===== config.mk =====
export PLATFORM = sky130hd
export DESIGN_NAME = gpirq_bank
export DESIGN_NICKNAME = d
export VERILOG_FILES = /design/src/rtl/gpirq_pkg.sv /design/src/rtl/gpirq_cfg.sv /design/src/rtl/gpirq_mask.sv /design/src/rtl/gpirq_detect.sv /design/src/rtl/gpirq_status.sv /design/src/rtl/gpirq_bank.sv
export SDC_FILE = /design/constraint.sdc
export NUM_CORES = 1
export LEC_CHECK = 0
export BUFFER_PORTS_ARGS = -buffer_cell sky130_fd_sc_hd__buf_2
export CORE_MARGIN = 4
export CORE_UTILIZATION = 45
export DETAILED_ROUTE_END_ITERATION = 10
export GPL_TIMING_DRIVEN = 0
export HOLD_SLACK_MARGIN = 0.02
export PLACE_DENSITY = 0.65
export SYNTH_ARGS = -nofsm -noshare
export SYNTH_HDL_FRONTEND = slang
export SYNTH_HIERARCHICAL = 1
export SYNTH_SLANG_ARGS = --single-unit

===== constraint.sdc =====
create_clock -name clk -period 4 [get_ports clk]
set_input_delay 0.2 -clock clk [delete_from_list [all_inputs] [get_ports clk]]
set_output_delay 0.2 -clock clk [all_outputs]
set_load 0.01 [all_outputs]

===== src/rtl/gpirq_pkg.sv =====
// Shared register index encoding for the GPIO bank interrupt detector.
// Assumes a word-indexed bus with one register per index.
package gpirq_pkg;
    localparam int REG_AW = 3;

    typedef enum logic [REG_AW-1:0] {
        RG_MASK    = 3'd0,
        RG_UNMASK  = 3'd1,
        RG_MASKSET = 3'd2,
        RG_STATUS  = 3'd3,
        RG_TRIG    = 3'd4,
        RG_POL     = 3'd5,
        RG_BOTH    = 3'd6,
        RG_NONE    = 3'd7
    } reg_sel_e;
endpackage


===== src/rtl/gpirq_cfg.sv =====
// Trigger configuration registers: trigger type (edge/level), polarity and
// both-edge select, one bit per pin. Assumes single-cycle write strobes.
module gpirq_cfg #(
    parameter int NPIN = 32
) (
    input  logic            clk,
    input  logic            rst_n,
    input  logic            trig_we,
    input  logic            pol_we,
    input  logic            both_we,
    input  logic [NPIN-1:0] wdata,
    output logic [NPIN-1:0] trig_q,
    output logic [NPIN-1:0] pol_q,
    output logic [NPIN-1:0] both_q
);
    // Load each configuration word on its own write strobe.
    always_ff @(posedge clk) begin
        if (!rst_n) begin
            trig_q <= '0;
            pol_q  <= '0;
            both_q <= '0;
        end else begin
            if (trig_we) trig_q <= wdata;
            if (pol_we)  pol_q  <= wdata;
            if (both_we) both_q <= wdata;
        end
    end
endmodule


===== src/rtl/gpirq_mask.sv =====
// Per-pin interrupt mask (1 = masked) changed only through a clear port and
// a set port. Assumes at most one of the two strobes is high in a cycle.
module gpirq_mask #(
    parameter int NPIN = 32
) (
    input  logic            clk,
    input  logic            rst_n,
    input  logic            unmask_we,
    input  logic            maskset_we,
    input  logic [NPIN-1:0] wdata,
    output logic [NPIN-1:0] mask_q
);
    // Reset masks all pins; ones in the data clear or set mask bits.
    always_ff @(posedge clk) begin
        if (!rst_n) begin
            mask_q <= '1;
        end else if (unmask_we) begin
            mask_q <= mask_q & ~wdata;
        end else if (maskset_we) begin
            mask_q <= mask_q | wdata;
        end
    end
endmodule


===== src/rtl/gpirq_detect.sv =====
// Per-pin event detector. Compares each pin with its value one cycle
// earlier for edges and uses the pin level for level triggers.
// Assumes pin_i is already synchronous to clk.
module gpirq_detect #(
    parameter int NPIN = 32
) (
    input  logic            clk,
    input  logic [NPIN-1:0] pin_i,
    input  logic [NPIN-1:0] trig_q,
    input  logic [NPIN-1:0] pol_q,
    input  logic [NPIN-1:0] both_q,
    output logic [NPIN-1:0] event_o
);
    logic [NPIN-1:0] prev_q;

    // Sample history for edge detection; tracks the pin also during reset.
    always_ff @(posedge clk) begin
        prev_q <= pin_i;
    end

    for (genvar g = 0; g < NPIN; g++) begin : g_pin
        logic rise;
        logic fall;
        logic edge_hit;
        logic lvl_hit;

        // Classify the pin's behaviour this cycle against its configuration.
        always_comb begin
            rise     = pin_i[g] & ~prev_q[g];
            fall     = ~pin_i[g] & prev_q[g];
            edge_hit = both_q[g] ? (rise | fall) : (pol_q[g] ? rise : fall);
            lvl_hit  = pol_q[g] ? pin_i[g] : ~pin_i[g];
            event_o[g] = trig_q[g] ? edge_hit : lvl_hit;
        end
    end
endmodule


===== src/rtl/gpirq_status.sv =====
// Sticky per-pin status, cleared by write-one. A new event in the same
// cycle as a clear keeps the bit set.
module gpirq_status #(
    parameter int NPIN = 32
) (
    input  logic            clk,
    input  logic            rst_n,
    input  logic            clr_we,
    input  logic [NPIN-1:0] wdata,
    input  logic [NPIN-1:0] event_i,
    output logic [NPIN-1:0] status_q
);
    logic [NPIN-1:0] clr_bits;

    // Bits requested for clearing this cycle.
    always_comb begin
        clr_bits = clr_we ? wdata : '0;
    end

    // Apply the clear, then let events win.
    always_ff @(posedge clk) begin
        if (!rst_n) begin
            status_q <= '0;
        end else begin
            status_q <= (status_q & ~clr_bits) | event_i;
        end
    end
endmodule


===== src/rtl/gpirq_bank.sv =====
// Interrupt detector for one GPIO bank: decodes bus writes, holds trigger
// configuration, mask and sticky status, and drives one combined request.
// Assumes bus_wr is a one-cycle strobe and reads have no side effects.
module gpirq_bank
    import gpirq_pkg::*;
#(
    parameter int NPIN = 32
) (
    input  logic              clk,
    input  logic              rst_n,
    input  logic [NPIN-1:0]   pin_i,
    input  logic              bus_wr,
    input  logic [REG_AW-1:0] bus_addr,
    input  logic [NPIN-1:0]   bus_wdata,
    output logic [NPIN-1:0]   bus_rdata,
    output logic              irq_o
);
    reg_sel_e        sel;
    logic            unmask_we;
    logic            maskset_we;
    logic            status_we;
    logic            trig_we;
    logic            pol_we;
    logic            both_we;
    logic [NPIN-1:0] trig_q;
    logic [NPIN-1:0] pol_q;
    logic [NPIN-1:0] both_q;
    logic [NPIN-1:0] mask_q;
    logic [NPIN-1:0] status_q;
    logic [NPIN-1:0] det_event;

    // Decode the register index into per-register write strobes.
    always_comb begin
        sel        = reg_sel_e'(bus_addr);
        unmask_we  = bus_wr && (sel == RG_UNMASK);
        maskset_we = bus_wr && (sel == RG_MASKSET);
        status_we  = bus_wr && (sel == RG_STATUS);
        trig_we    = bus_wr && (sel == RG_TRIG);
        pol_we     = bus_wr && (sel == RG_POL);
        both_we    = bus_wr && (sel == RG_BOTH);
    end

    gpirq_cfg #(.NPIN(NPIN)) u_cfg (
        .clk     (clk),
        .rst_n   (rst_n),
        .trig_we (trig_we),
        .pol_we  (pol_we),
        .both_we (both_we),
        .wdata   (bus_wdata),
        .trig_q  (trig_q),
        .pol_q   (pol_q),
        .both_q  (both_q)
    );

    gpirq_mask #(.NPIN(NPIN)) u_mask (
        .clk        (clk),
        .rst_n      (rst_n),
        .unmask_we  (unmask_we),
        .maskset_we (maskset_we),
        .wdata      (bus_wdata),
        .mask_q     (mask_q)
    );

    gpirq_detect #(.NPIN(NPIN)) u_det (
        .clk     (clk),
        .pin_i   (pin_i),
        .trig_q  (trig_q),
        .pol_q   (pol_q),
        .both_q  (both_q),
        .event_o (det_event)
    );

    gpirq_status #(.NPIN(NPIN)) u_stat (
        .clk      (clk),
        .rst_n    (rst_n),
        .clr_we   (status_we),
        .wdata    (bus_wdata),
        .event_i  (det_event),
        .status_q (status_q)
    );

    // Read multiplexer; write-only and unused indices return zero.
    always_comb begin
        case (sel)
            RG_MASK:   bus_rdata = mask_q;
            RG_STATUS: bus_rdata = status_q;
            RG_TRIG:   bus_rdata = trig_q;
            RG_POL:    bus_rdata = pol_q;
            RG_BOTH:   bus_rdata = both_q;
            default:   bus_rdata = '0;
        endcase
    end

    // Combined request: any pending bit on an unmasked pin.
    always_comb begin
        irq_o = |(status_q & ~mask_q);
    end
endmodule


==> flow_summary.toml <==
[status]
status = "complete, no violations"

[place]
io_buffers = 101
place_ws_ns = 1.963
gp_congestion = 0.8780
dp_hpwl_um = 21090
post_dp_cell_area_mm2 = 0.01185
place_inst = 1575

[grt]
grt_pass1_vias = 8268
grtUsageTotal = 0.2141
antenna_found_initial = 0
grt_max_degree = 17
use_met2 = 0.3459
top_usage_layer = "met2"
grt_overflow_total = 0
grt_pass1_wl_um = 45050
met3_usage = 0.03538
grt_use_met1 = 0.2943

[floorplanning]
die_area_mm2 = 0.02689
num_io_pins = 103
fp.dieW_um = 164.0
start_util = 0.4622
die_y_um = 164.0
coreArea_mm2 = 0.02368
rows = 56

[cts]
htreeDepth = 4
cts.path.max_buffers = 2
cts_root_buf = "clkbuf_16"
cts_buffers = 17
cts_setup_buffers = 0
cts_tree = "yes"
clkTransAtPathRegs_ns = 0.07
clk_latency_ns = 0.44
clock-sinks = 192

[synth]
syn_area_mm2 = 0.01095
synth_flop_cell = "dfxtp_1"
yosysWarnings = 6
syn-num-nets = 1289
yosysSeqAreaShare = 0.3511
synth_area_leaders = "dfxtp_1 35%, mux2i_1 12%, ha_1 7.3%"
yosysUniqueCellTypes = 34
synth_edf_count = 0
avgSynthCellArea_um2 = 9.478
synth_seq_cells = 192
synth_cells = 1155
synth_top_cell_area_share = 0.3511
synth_top_cell_by_area = "dfxtp_1"
async_flop_share = 0

[route]
drtIter0Drc = 578
post_drt_wl_per_cell_um = 17.44
wl_um = 28590
drc = 0
first_pass_iters = 4
ant_nets = 0
via_per_inst = 5.184
vias = 8496

[pwr]
ir_drop_mv = 0.2369
finalPower_mw = 4.507
p_per_area_mw_per_mm2 = 352.3
power_leakage_nw = 5.343

[worst_setup_path]
critPathKind = "reg -> out"
slowest_stage = "dfxtp_1"
crit_arrival_ns = 1.76
required_ns = 3.80
max_stage_delay_ns = 0.35
critPathLaunchType = "flip-flop"
critPathMaxFanout = 3
crit_chain = "inv_1 -> o22ai_1 -> nor4_1 -> nand4_1 -> buf_2"
end_kind = "primary output"

[sta]
worst_pin_slew_ns = 0.8405
period_needed_ns = 1.962
setup_slack_ns = 2.038
fin_worst_skew_ns = 0.008046
period_share = 0.4906
max_slew_margin = 0.4397
finalHoldViolations = 0
drv_slew = 0
setup_tns_ns = 0
rsz0062_at_grt = "false"
fmax_mhz = 509.6
finalSetupViolCount = 0

[run]
max-cap-violations = 0

[cells_and_area]
stdcell_area_mm2 = 0.01279
layout.nets = 1441
instances_no_fill = 1639
antennaDiodeCount = 0
area_growth_pct = 16.88
drive_gt1_frac = 0.2053

[worst_hold_path]
hp-class = "in -> reg"
## path summary, 6_finish.rpt
check,from,endpoint,slack (ns),cells after the start
worst max-delay path,u_stat/status_q[17],irq_o,2.04,5
worst max register to register,u_det/prev_q[27],u_stat/status_q[27],2.55,7
worst min-delay path,bus_wdata[13],u_stat/status_q[13],0.03,2
worst min register to register,flip-flop,flip-flop,0.55,2
## power breakdown
group	total (mW)	switching [mW]	internal [mW]
logic	0.622	0.347	0.275
registers	2.06	0.0726	1.99
clock network	1.83	0.749	1.08
## area by class of cell
type,count,area (um2)
inverter,128,480.5
clock buffer,22,464.2
multi-input combinational,772,6093
timing repair buffer,133,825.8
fill,2252,10890
sequential,192,3844
tap,319,399.1
buffer,63,529.3
clock inverter,10,158.9
## cell families after synthesis
| group | share of synthesized area |
|---|---|
| simple gates | 0.1057 |
| xor+xnor | 0.02560 |
| buf+inv | 0.09224 |
| mux | 0.1614 |
| compound gates | 0.1908 |
| flops | 0.3511 |
| fa+ha+maj | 0.07315 |
## critical path, delay by kind of cell (launching register included)
kind	cells	cell delay, ns
AO/OA/AOI/OAI	1	0.10
AND/OR/NAND/NOR	2	0.53
flip-flops	1	0.35
buffers and inverters	2	0.35
## placed cells by master (no fill, tap or decap), types with 33 or more instances in the layout
cell and n:
a21oi_1 94, a31oi_1 33, and2_1 33, buf_2 118
dfxtp_1 192, ha_1 64, inv_1 128, mux2_4 33
mux2i_1 127, nand2_1 34, nor2_1 37, nor2b_1 96
o21ai_0 33, o21ai_1 63
## Yosys cell counts, types with 2 or more instances
cell type / n
xor2_1: 32
and2_1: 33
a221oi_2: 24
dfxtp_1: 192
nor4_1: 4
buf_4: 10
buf_12: 9
nand2_1: 34
o211ai_2: 32
a221oi_1: 8
clkbuf_1: 12
nor2b_1: 96
o21ai_0: 33
nor2_1: 37
mux2_4: 33
o22ai_1: 16
buf_2: 17
nand2b_1: 3
o21ai_1: 63
mux2i_1: 127
buf_6: 11
ha_1: 64
a31oi_1: 33
inv_1: 128
a21oi_1: 94
buf_1: 2
## per-stage QoR
step	hold slack (ns)	util
floorplan	0.2277	-
global route	0.02052	0.5403
global placement	0.3574	0.5004
detailed placement	0.3602	0.5004
finish	0.03223	0.5403
CTS	0.02332	0.5403
## timing repair
action,in CTS,in global routing
hold buffers,32,0
setup endpoints to repair,0,0
hold endpoints to repair,32,0
gates resized for setup,0,0
## per-layer routing
metal,share of wire,up-vias
li1,-,4283
met1,0.47,3977
met2,0.46,200
met3,0.046,36
met4,0.017,0
met5,0,-
No activity file was read; power rests on OpenSTA's default activity.
